===== config.mk =====
export PLATFORM = sky130hd
export DESIGN_NAME = flash_erase_seq
export DESIGN_NICKNAME = d
export VERILOG_FILES = /design/src/rtl/flash_erase_seq.sv
export SDC_FILE = /design/constraint.sdc
export NUM_CORES = 1
export LEC_CHECK = 0
export BUFFER_PORTS_ARGS = -buffer_cell sky130_fd_sc_hd__buf_2
export CAP_MARGIN = 20
export CELL_PAD_IN_SITES_DETAIL_PLACEMENT = 0
export CELL_PAD_IN_SITES_GLOBAL_PLACEMENT = 1
export CORE_ASPECT_RATIO = 1.2
export CORE_UTILIZATION = 47
export CTS_CLUSTER_DIAMETER = 50
export DETAILED_ROUTE_END_ITERATION = 6
export PLACE_DENSITY = 0.93
export SKIP_CTS_REPAIR_TIMING = 1
export SYNTH_ARGS = -nofsm -noshare
export SYNTH_HDL_FRONTEND = slang
export SYNTH_SLANG_ARGS = --single-unit

===== constraint.sdc =====
create_clock -name clk -period 6.27 [get_ports clk]
set_input_delay 0.627 -clock clk [delete_from_list [all_inputs] [get_ports clk]]
set_output_delay 0.627 -clock clk [all_outputs]
set_load 0.02 [all_outputs]

===== src/rtl/flash_erase_seq.sv =====
module flash_erase_seq #(
  parameter int NSECT = 16,
  parameter int AW = 32,
  parameter int CW = 24,
  parameter logic [7:0] OP_WEN = 8'h06,
  parameter logic [7:0] OP_RDSR = 8'h05,
  parameter logic [7:0] OP_RDID = 8'h9F,
  localparam int SW = $clog2(NSECT)
) (
  input  logic             clk,
  input  logic             rst_n,
  input  logic             start,
  input  logic             id_mode,
  input  logic [SW-1:0]    first,
  input  logic [SW-1:0]    last,
  input  logic [AW-1:0]    sect_size,
  input  logic [AW-1:0]    dev_size,
  input  logic [7:0]       erase_op,
  input  logic [NSECT-1:0] prot_mask,
  input  logic [CW-1:0]    poll_gap,
  input  logic [CW-1:0]    poll_limit,
  output logic             spi_sel,
  output logic             spi_req,
  output logic [7:0]       spi_tx,
  input  logic             spi_ack,
  input  logic [7:0]       spi_rx,
  output logic             done,
  output logic [2:0]       err,
  output logic [23:0]      id
);
  localparam int PW = AW + SW + 1;
  localparam logic [2:0] E_NONE = 3'd0, E_RANGE = 3'd1, E_PROT = 3'd2,
                         E_UNSUP = 3'd3, E_TMO = 3'd4, E_NODEV = 3'd5;

  typedef enum logic [1:0] {S_IDLE, S_XFER, S_GAP, S_WAIT} st_t;
  typedef enum logic [1:0] {K_WEN, K_ERASE, K_RDSR, K_ID} kind_t;

  st_t st;
  kind_t kind;
  logic [2:0] idx, nbytes, shk;
  logic [SW-1:0] cur, last_r;
  logic [7:0] op_r;
  logic addr4;
  logic [AW-1:0] ssz_r, sec_addr;
  logic [CW-1:0] gap_r, lim_r, wcnt, tcnt;
  logic stat_busy, wel_sent, done_r;
  logic [2:0] err_r;
  logic [23:0] id_r;
  logic [NSECT-1:0] in_rng;
  logic [PW-1:0] span_end;
  logic bad_range, prot_hit, last_byte;

  assign span_end  = (PW'(last) + PW'(1)) * PW'(sect_size);
  assign bad_range = (last < first) || (span_end > PW'(dev_size));
  always_comb
    for (int i = 0; i < NSECT; i++)
      in_rng[i] = (SW'(i) >= first) && (SW'(i) <= last);
  assign prot_hit = |(in_rng & prot_mask);

  assign sec_addr = ssz_r * AW'(cur);
  assign shk = (addr4 ? 3'd4 : 3'd3) - idx;
  always_comb begin
    case (kind)
      K_WEN:   nbytes = 3'd1;
      K_ERASE: nbytes = addr4 ? 3'd5 : 3'd4;
      K_RDSR:  nbytes = 3'd2;
      default: nbytes = 3'd4;
    endcase
    case (kind)
      K_WEN:   spi_tx = OP_WEN;
      K_ERASE: spi_tx = (idx == 3'd0) ? op_r : 8'(sec_addr >> {shk, 3'b000});
      K_RDSR:  spi_tx = (idx == 3'd0) ? OP_RDSR : 8'h00;
      default: spi_tx = (idx == 3'd0) ? OP_RDID : 8'h00;
    endcase
  end
  assign last_byte = (idx == nbytes - 3'd1);

  assign spi_sel = (st == S_XFER);
  assign spi_req = (st == S_XFER);
  assign done = done_r;
  assign err = err_r;
  assign id = id_r;

  always_ff @(posedge clk or negedge rst_n) begin
    if (!rst_n) begin
      st <= S_IDLE; kind <= K_WEN; idx <= '0; cur <= '0; last_r <= '0;
      op_r <= '0; addr4 <= 1'b0; ssz_r <= '0; gap_r <= '0; lim_r <= '0;
      wcnt <= '0; tcnt <= '0; stat_busy <= 1'b0; wel_sent <= 1'b0;
      done_r <= 1'b0; err_r <= E_NONE; id_r <= '0;
    end else begin
      done_r <= 1'b0;
      if (st != S_IDLE && tcnt != '1) tcnt <= tcnt + 1'b1;
      case (st)
        S_IDLE: if (start) begin
          err_r <= E_NONE;
          idx <= '0;
          if (id_mode) begin
            id_r <= '0; kind <= K_ID; st <= S_XFER;
          end else if (bad_range) begin
            err_r <= E_RANGE; done_r <= 1'b1;
          end else if (erase_op == 8'h00) begin
            err_r <= E_UNSUP; done_r <= 1'b1;
          end else if (prot_hit) begin
            err_r <= E_PROT; done_r <= 1'b1;
          end else begin
            cur <= first; last_r <= last; op_r <= erase_op;
            addr4 <= dev_size > AW'(32'h0100_0000);
            ssz_r <= sect_size; gap_r <= poll_gap; lim_r <= poll_limit;
            kind <= K_WEN; st <= S_XFER;
          end
        end
        S_XFER: if (spi_ack) begin
          if (kind == K_RDSR && idx == 3'd1) stat_busy <= spi_rx[0];
          if (kind == K_ID)
            case (idx)
              3'd1: id_r[7:0] <= spi_rx;
              3'd2: id_r[15:8] <= spi_rx;
              3'd3: id_r[23:16] <= spi_rx;
              default: ;
            endcase
          if (last_byte) begin
            st <= S_GAP;
            if (kind == K_WEN) wel_sent <= 1'b1;
            if (kind == K_ERASE) begin
              wel_sent <= 1'b0; tcnt <= '0;
            end
          end else idx <= idx + 1'b1;
        end
        S_GAP: begin
          idx <= '0;
          wcnt <= '0;
          case (kind)
            K_WEN: begin kind <= K_ERASE; st <= S_XFER; end
            K_ERASE: st <= S_WAIT;
            K_RDSR:
              if (!stat_busy) begin
                if (cur == last_r) begin
                  st <= S_IDLE; done_r <= 1'b1; err_r <= E_NONE;
                end else begin
                  cur <= cur + 1'b1; kind <= K_WEN; st <= S_XFER;
                end
              end else if (tcnt >= lim_r) begin
                st <= S_IDLE; done_r <= 1'b1; err_r <= E_TMO;
              end else st <= S_WAIT;
            default: begin
              st <= S_IDLE; done_r <= 1'b1;
              err_r <= (id_r == 24'hFF_FFFF) ? E_NODEV : E_NONE;
            end
          endcase
        end
        default: begin
          wcnt <= wcnt + 1'b1;
          if (wcnt >= gap_r) begin kind <= K_RDSR; st <= S_XFER; end
        end
      endcase
    end
  end

  AST_REJECT_SILENT: assert property (@(posedge clk) disable iff (!rst_n)
    (st == S_IDLE && start && !id_mode && (bad_range || erase_op == 8'h00 || prot_hit))
      |=> (!spi_sel && done));
  AST_WEN_FIRST: assert property (@(posedge clk) disable iff (!rst_n)
    (st == S_XFER && kind == K_ERASE) |-> wel_sent);
  AST_ASCENDING: assert property (@(posedge clk) disable iff (!rst_n)
    (st != S_IDLE && $past(st) != S_IDLE) |-> cur >= $past(cur));
  AST_TIMEOUT_LATE: assert property (@(posedge clk) disable iff (!rst_n)
    (done && err == E_TMO) |-> tcnt >= lim_r);
  AST_DONE_PULSE: assert property (@(posedge clk) disable iff (!rst_n)
    done |=> !done);
endmodule


==> results of run 1 <==
==> per-stage QoR <==
step	power [mW]	hold slack (ps)	setup WS [ps]
global placement	3.46	457	-1250
global route	5.14	365	-977
floorplan	2.61	331	-385
detailed placement	3.51	464	-1450
CTS	4.62	352	-1000
finish	4.83	289	-818
==> layer usage <==
metal	routed length (um)	up-vias
met4	2560	2
met3	2080	146
met5	10	-
met1	22300	8537
li1	-	8395
met2	28600	478
==> flip-flops by register name, summed over array words and instances, names as in the netlist, 4 cells and up <==
| signal | count |
|---|---|
| op_r | 8 |
| id | 24 |
| tcnt | 24 |
| lim_r | 24 |
| last_r | 4 |
| ssz_r | 32 |
| cur | 4 |
| gap_r | 24 |
| wcnt | 24 |
==> cell type report <==
class	instances	area [um^2]
fillers	3474	16300
multi-input cells	1740	14400
flip-flops and latches	181	4530
repair buffers	422	3140
inverters	298	1120
well taps	539	674
clock buffers	22	474
clock inverters	10	120
==> kinds of logic after synthesis <==
logic type,synth area share [%]
compound gates,14.5
xor+xnor,4.56
fa+ha+maj,26.7
buf+inv,7.59
flops,23.3
mux,2.74
simple gates,20.6
==> cells in the final DEF, fill, tap and decap left out, types with 18 or more instances in the layout <==
cell type	Yosys	routed
buf_2	7	190
a21o_1	67	67
dfrtp_1	181	180
ha_1	177	156
o21ai_0	137	79
inv_1	296	283
buf_4	7	194
nor2b_1	21	21
mux2_2	38	25
fa_1	148	146
nor2_1	90	86
and2_1	145	130
nand2b_1	23	23
nand3_1	60	55
a21oi_1	102	89
ha_4	0	20
nand2_4	0	23
clkbuf_16	0	28
nor4_1	20	18
nor3_1	26	23
o21ai_1	1	30
o21ai_2	1	26
xor2_1	48	47
xnor2_1	53	52
nand4_1	34	34
nand2_1	349	312
==> power breakdown <==
part / internal [mW] / leakage [nW] / total, mW / switching [mW]
combinational: 1.25 / 10.3 / 2.56 / 1.32
clock: 0.588 / 0.279 / 1.09 / 0.504
sequential: 1.17 / 2.09 / 1.18 / 0.00654
==> path summary, 6_finish.rpt <==
| path | slack (ps) | start | to | depth (start not counted) |
|---|---|---|---|---|
| max | -820 | last[1] | ssz_r[4] | 35 |
| min | 290 | rst_n | gap_r[9] | 1 |
| max reg2reg | 2960 | kind[1] | st[1] | 9 |
| min reg2reg | 470 | err[2] | err[2] | 2 |
| max in group asynchronous | 4360 | rst_n | cur[2] | 2 |
| min in group clk | 370 | poll_limit[10] | lim_r[10] | 3 |
==> key figures, run 1 <==
Run status
  • Outcome: finished, violations left
  • Failing checks: setup timing

Global routing
  • GR Layer Usage met2: 44.5%
  • Global Route Usage Sum: 24.5%
  • Met3 usage: 2.22%
  • Pin count of the biggest net entering global routing: 109
  • M1 GR Usage: 30.5%
  • First-pass GRT wire length: 84.2 mm
  • Overflow after GRT: 0
  • Vias in the first global route: 17466
  • Gr busiest metal: met2
  • Initial antenna violation count: 1

Worst setup path
  • CP max stage cell: fa_1
  • Data required, critical path: 6610 ps
  • Worst setup path class: input pin to flop
  • Max FO, Critical Path: 16
  • Startpoint types: input pin
  • CP peak stage delay: 510 ps
  • Bufs and invs on worst path: 8
  • Critical Path Sink Type: flop
  • CP top delay family: adder cells
  • Critical Path AT: 7420 ps

Run
  • Max-cap viol count: 0

Detailed routing
  • DRC viols: 0
  • Vias/cell: 5.47
  • Drt initial violations: 932
  • Detailed Route WL: 55.5 mm
  • Vias post-DR: 17558
  • Detail Route Antenna Nets: 0
  • Drt pass-1 iters: 5
  • Routed length per instance: 17.3 um

Place
  • Final HPWL DP: 41.0 mm
  • Final RePlAce weighted congestion: 0.952
  • Placed Area: 22600 um^2
  • PortBufs: 194
  • Cells after DPL: 3143

Logic synthesis
  • Share of the synthesized area in the top cell type: 23.3%
  • Synth top cells by count: nand2_1, inv_1, dfrtp_1
  • Yosys cell types: 79
  • Primary FF master, synth: dfrtp_1
  • Most common cell in the netlist: nand2_1
  • Yosys warns: 0
  • Synthesized flop and latch total: 181
  • Number of synthesized flops with an enable pin: 0
  • Seq/Total Area, Yosys: 23.3%
  • Cell taking the most area after synthesis: dfrtp_1
  • Synth Instances: 2300
  • Syn_area_per_cell: 8.44 um^2
  • Synth area leaders: dfrtp_1, fa_1, ha_1
  • Async S/R FF share, synth: 100%
  • Synthesized area: 19400 um^2
  • Syn_nets: 2782

Timing
  • Fin crit period: 7090 ps
  • Hold Vio Cnt, Final: 0
  • Final Cycle Share: 113%
  • Max-Slew Margin vs Limit: 32.4%
  • Final setup fails: 104
  • Setup TNS: -75040 ps
  • Slack of the critical path: -818 ps
  • Clock Skews: 10.7 ps
  • RSZ-0062 raised after global routing: true
  • Max-slew violations: 0
  • Least-Margin Pin Slew: 1010 ps
  • Max Clock Freq: 0.141 GHz

CTS
  • H-tree Lvls: 4
  • Clock sink total: 181
  • Clk buf depth: 2
  • Clock-pin slew of the registers on the worst-case setup and hold paths: 60 ps
  • CTS tree: done
  • Clk_lat worst skew: 460 ps
  • Total CTS buffers: 17
  • Root Driver: clkbuf_16

Finish
  • Fraction of layout cells with a size suffix above 1: 25.5%
  • Final core area utilization: 60.1%
  • # diodes: 0
  • Non-Filler Instances: 3212
  • Area Overhead vs Synth: 26.2%
  • NumNets Final: 3142
  • Finished Cell Area: 24500 um^2

Floorplanning
  • Die area: 42100 um^2
  • Chip height: 225 um
  • Ports: 195
  • Core Region: 40700 um^2
  • Die Wd: 188 um
  • # rows: 81
  • Initial Util: 47.6%

Pwr
  • Max rail drop VDD: 0.201 mV
  • PwrDens: 197 nW/um^2
  • Leak Pwr: 12.6 nW

Worst hold path
  • Worst Hold Class: input pin to async pin
(Power assumes the default switching activity.)
==> inputs of run 2 (changes only) <==
--- a/config.mk
+++ b/config.mk
@@ -13,8 +13,10 @@
 export CORE_UTILIZATION = 47
 export CTS_CLUSTER_DIAMETER = 50
 export DETAILED_ROUTE_END_ITERATION = 6
+export HOLD_SLACK_MARGIN = 0.15
 export PLACE_DENSITY = 0.93
 export SKIP_CTS_REPAIR_TIMING = 1
+export SKIP_LAST_GASP = 1
 export SYNTH_ARGS = -nofsm -noshare
 export SYNTH_HDL_FRONTEND = slang
 export SYNTH_SLANG_ARGS = --single-unit
==> key figures, run 2 (synthesis gave the netlist of run 1 again) <==
Pwr
  • Max rail drop VDD: 0.201 mV (+0.14%)
  • Register share of total power: 24.4% (about the same)
  • Total power: 4.83 mW (about the same)
  • Leak Pwr: 12.6 nW (-0.16%)
  • Net Sw Power: 1.83 mW (+0.11%)
  • PwrDens: 198 nW/um^2 (+0.27%)
  • Comb power frac: 53.0% (about the same)
  • Net Sw Frac: 37.8% (about the same)
  • P_int: 3.00 mW (about the same)
  • Clk network pwr share: 22.7% (about the same)

CTS
  • Clock sink total: 181 (unchanged)
  • H-tree Lvls: 4 (unchanged)
  • CTS tree: done
  • Clk_lat worst skew: 460 ps (about the same)
  • Total CTS buffers: 17 (unchanged)
  • Clock-pin slew of the registers on the worst-case setup and hold paths: 80 ps (+20 ps)
  • Root Driver: clkbuf_16
  • Clk buf depth: 2 (unchanged)

Timing
  • Hold Vio Cnt, Final: 0 (unchanged)
  • Slack of the critical path: -837 ps (-18.9 ps)
  • RSZ-0062 raised after global routing: true
  • Max-Slew Margin vs Limit: 32.5% (+0.066 points)
  • Final setup fails: 104 (unchanged)
  • Fin crit period: 7110 ps (+18.9 ps)
  • Max Clock Freq: 0.141 GHz (-0.27%)
  • Final Cycle Share: 113% (+0.30 points)
  • Least-Margin Pin Slew: 1010 ps (-0.989 ps)
  • Clock Skews: 12.6 ps (+1.94 ps)
  • Max-slew violations: 0 (unchanged)

Finish
  • Finished Cell Area: 24400 um^2 (-0.23%)
  • Fill count: 3495 (+0.60%)
  • Non-Filler Instances: 3212 (unchanged)
  • # diodes: 0 (unchanged)
  • Most frequent cells in the layout: nand2_1, inv_1, buf_4, buf_2, dfrtp_1
  • NumNets Final: 3142 (unchanged)
  • Area Overhead vs Synth: 25.9%
  • Top reg by flops: ssz_r
  • Most common cell after layout, fill and taps aside: nand2_1
  • Max reg flops: 32 (unchanged)
  • Fraction of layout cells with a size suffix above 1: 24.9% (-0.60 points)

Floorplanning
  • # rows: 81 (unchanged)
  • Initial Util: 47.6% (unchanged)
  • Core Region: 40700 um^2 (unchanged)
  • Die Wd: 188 um (unchanged)
  • Ports: 195 (unchanged)
  • Die area: 42100 um^2 (unchanged)
  • Chip height: 225 um (unchanged)

Worst hold path
  • Worst Hold Class: input pin to async pin

Worst setup path
  • CP peak stage delay: 500 ps (about the same)
  • Flop-to-flop setup slack: 2930 ps (-30 ps)
  • CP max stage cell: fa_1
  • Data required, critical path: 6600 ps (about the same)
  • Max FO, Critical Path: 9 (-7)
  • Startpoint types: input pin
  • Worst setup path class: input pin to flop
  • Critical Path Sink Type: flop
  • Critical Path AT: 7440 ps (+20 ps)

Run status
  • Failing checks: setup timing
  • Outcome: finished, violations left

Detailed routing
  • Detailed Route WL: 55.7 mm (+0.24%)
  • Vias post-DR: 17582 (+0.14%)
  • Drt pass-1 iters: 5 (unchanged)
  • DRC viols: 0 (unchanged)
  • Detail Route Antenna Nets: 0 (unchanged)
  • Routed length per instance: 17.3 um (+0.24%)
  • Vias/cell: 5.47 (+0.14%)
  • Drt initial violations: 924 (-0.86%)

Place
  • PortBufs: 194 (unchanged)
  • Final RePlAce weighted congestion: 0.952 (unchanged)
  • Placed Area: 22600 um^2 (unchanged)
  • Final HPWL DP: 41.0 mm (unchanged)
  • Cells after DPL: 3143 (unchanged)

Global routing
  • First-pass GRT wire length: 84.2 mm (unchanged)
  • Global Route Usage Sum: 24.5% (unchanged)
  • Initial antenna violation count: 1 (unchanged)
  • Overflow after GRT: 0 (unchanged)
  • Vias in the first global route: 17466 (unchanged)
  • Pin count of the biggest net entering global routing: 109 (unchanged)

Run
  • Max-cap viol count: 0 (unchanged)
## run 2: worst max-delay path, delay by kind of cell
family / cells / cell delay, ps
AO/OA/AOI/OAI: 13 / 2310
adder cells (fa/ha/maj): 6 / 2200
buffers and inverters: 9 / 1120
AND/OR/NAND/NOR: 7 / 790
XOR/XNOR: 2 / 360
## run 2: final cells by class
type	count	area (um^2)	share of cell area (%)
inverters	298	1120	4.58
multi-input cells	1740	14400	58.8
clock inverters	10	120	0.492
flip-flops and latches	181	4530	18.5
repair buffers	422	3140	12.9
well taps	539	674	2.76
clock buffers	22	474	1.94
## run 2: per-stage QoR
step	setup TNS, ps	setup WS [ps]	hold slack (ps)	utilization (%)
finish	-74180	-837	292	60.0
global route	-92390	-979	364	60.0
CTS	-94710	-1000	352	57.0
detailed placement	-141450	-1450	464	55.5
global placement	-124790	-1250	457	55.5
floorplan	-29730	-385	331	-
## run 2: worst paths after layout
kind,start,end,depth (start not counted)
max,last[1],lim_r[20],37
min,rst_n,gap_r[9],1
max reg2reg,kind[1],st[1],9
min reg2reg,err[2],err[2],2
max in group asynchronous,rst_n,cur[2],2
min in group clk,poll_limit[15],lim_r[15],3
## run 2: routing by layer
layer  global-route usage [%]  routed length [um]  up-vias  share of wire [%]
met4                     8.37                2410        2                4.3
met1                     30.5               22200     8548                 40
met5                        0                  11        -              0.020
met2                     44.5               28900      492                 52
li1                         -                   -     8408                  -
met3                     2.22                2130      132                3.8
## run 2: power groups by stage
stage / Combinational [mW] / Clock [mW] / Sequential (mW)
finish: 2.56 / 1.10 / 1.18
global route: 2.82 / 1.15 / 1.18
CTS: 2.34 / 1.10 / 1.18
detailed placement: 2.31 / 0 / 1.20
global placement: 2.26 / 0 / 1.20
floorplan: 1.41 / 0 / 1.20
==> inputs of run 3 (changes only) <==
--- a/config.mk
+++ b/config.mk
@@ -13,6 +13,7 @@
 export CORE_UTILIZATION = 47
 export CTS_CLUSTER_DIAMETER = 50
 export DETAILED_ROUTE_END_ITERATION = 6
+export GPL_TIMING_DRIVEN = 0
 export HOLD_SLACK_MARGIN = 0.15
 export PLACE_DENSITY = 0.93
 export SKIP_CTS_REPAIR_TIMING = 1
==> key figures, run 3 (synthesis gave the netlist of run 1 again) <==
Run status
  • Outcome: finished, violations left
  • Failing checks: setup timing

Timing
  • Hold Vio Cnt, Final: 0 (unchanged)
  • Fin crit period: 7380 ps (+269 ps)
  • Hold Worst Slack: 226 ps (-65.9 ps)
  • Slack of the critical path: -1110 ps (-269 ps)
  • Max Clock Freq: 0.136 GHz (-3.7%)
  • Clock Skews: 9.96 ps (-2.66 ps)
  • Final Cycle Share: 118% (+4.3 points)
  • Max-Slew Margin vs Limit: 46.7% (+14 points)
  • RSZ-0062 raised after global routing: true
  • Final setup fails: 104 (unchanged)
  • Max-slew violations: 0 (unchanged)
  • Least-Margin Pin Slew: 799 ps (-213 ps)

Place
  • PortBufs: 192 (-1.0%)
  • Placed Area: 21600 um^2 (-4.7%)
  • Final HPWL DP: 41.9 mm (+2.1%)
  • Final RePlAce weighted congestion: 0.876 (-8.0%)

CTS
  • Clk_lat worst skew: 460 ps (about the same)
  • Clock-pin slew of the registers on the worst-case setup and hold paths: 70 ps (about the same)
  • Clock sink total: 181 (unchanged)
  • CTS tree: done
  • Clk buf depth: 2 (unchanged)
  • H-tree Lvls: 4 (unchanged)
  • Root Driver: clkbuf_16
  • Total CTS buffers: 17 (unchanged)

Floorplanning
  • # rows: 81 (unchanged)
  • Ports: 195 (unchanged)
  • Chip height: 225 um (unchanged)
  • Initial Util: 47.6% (unchanged)
  • Die area: 42100 um^2 (unchanged)
  • Die Wd: 188 um (unchanged)
  • Core Region: 40700 um^2 (unchanged)

Worst setup path
  • Max FO, Critical Path: 7 (-2)
  • Critical Path AT: 7720 ps (+280 ps)
  • CP top delay family: adder cells
  • CP max stage cell: or4_4
  • CP peak stage delay: 580 ps (+80 ps)
  • Bufs and invs on worst path: 10 (+1)
  • Startpoint types: input pin
  • Critical Path Sink Type: flop
  • Data required, critical path: 6610 ps (about the same)
  • Flop-to-flop setup slack: 2900 ps (-30 ps)
  • Worst setup path class: input pin to flop

Global routing
  • M1 GR Usage: 29.4% (-1.1 points)
  • Met3 usage: 3.01% (+0.80 points)
  • GR Layer Usage met2: 45.7% (+1.2 points)
  • Pin count of the biggest net entering global routing: 102 (-6.4%)
  • Gr busiest metal: met2
  • Initial antenna violation count: 1 (unchanged)
  • First-pass GRT wire length: 84.2 mm (unchanged)
  • Vias in the first global route: 16946 (-3.0%)
  • Overflow after GRT: 0 (unchanged)
  • Global Route Usage Sum: 24.9% (+0.32 points)

Finish
  • Most common cell after layout, fill and taps aside: nand2_1
  • Final core area utilization: 57.5% (-2.4 points)
  • Top reg by flops: ssz_r
  • Finished Cell Area: 23400 um^2 (-4.0%)
  • NumNets Final: 3041 (-3.2%)
  • Most frequent cells in the layout: nand2_1, inv_1, buf_2, dfrtp_1, ha_1
  • Fill count: 3647 (+4.3%)
  • Fraction of layout cells with a size suffix above 1: 19.7% (-5.2 points)
  • Max reg flops: 32 (unchanged)
  • Area Overhead vs Synth: 20.8%

Worst hold path
  • Worst Hold Class: input pin to async pin

Pwr
  • Leak Pwr: 12.0 nW (-5.1%)
  • PwrDens: 187 nW/um^2 (-5.2%)
  • Total power: 4.39 mW (-9.1%)
  • Max rail drop VDD: 0.248 mV (+23%)

Detailed routing
  • Drt initial violations: 885 (-4.2%)
  • Detailed Route WL: 53.1 mm (-4.7%)
  • Drt pass-1 iters: 5 (unchanged)
  • DRC viols: 0 (unchanged)
  • Vias/cell: 5.47 (about the same)
  • Vias post-DR: 17023 (-3.2%)
  • Routed length per instance: 17.1 um (-1.6%)
  • Detail Route Antenna Nets: 0 (unchanged)

Run
  • Max-cap viol count: 0 (unchanged)
run 3: routing by layer:
layer  up-vias  share of wire (%)
met2       390                 52
met4         0                3.5
met3        91                3.5
met5         -                  0
met1      8343                 41
li1       8199                  -
run 3: worst paths after layout:
check / startpoint / to / cells past startpoint
worst max-delay path: last[2] / gap_r[0] / 33
worst min-delay path: rst_n / ssz_r[4] / 1
worst max register to register: wcnt[0] / st[0] / 13
worst min register to register: err[2] / err[2] / 2
max in group asynchronous: rst_n / id[15] / 2
min in group clk: poll_limit[2] / lim_r[2] / 3
run 3: report_power, final:
| group | switching [mW] | leakage (nW) | internal (mW) | total (mW) |
|---|---|---|---|---|
| Sequential | 0.00302 | 2.09 | 1.17 | 1.17 |
| Clock | 0.503 | 0.293 | 0.626 | 1.13 |
| Combinational | 1.19 | 9.58 | 0.903 | 2.09 |
run 3: final cells by class:
type                    instances  area [um^2]  area share, %
repair buffers                244         1610           6.86
clock buffers                  20          467           1.99
diodes                          1         2.50         0.0107
multi-input cells            1738        14200           60.8
clock inverters                11          138          0.587
well taps                     539          674           2.88
plain buffers                  79          657           2.80
inverters                     298         1120           4.78
flip-flops and latches        181         4530           19.3
run 3: stage by stage:
| step | worst slack (ps) | TNS (ps) | instances |
|---|---|---|---|
| finish | -1110 | -105990 | 3111 |
| global route | -1330 | -131110 | 3111 |
| CTS | -1890 | -190300 | 3063 |
| detailed placement | -2290 | -228580 | 3032 |
| global placement | -2320 | -231060 | 3031 |
| floorplan | -385 | -29730 | 2300 |
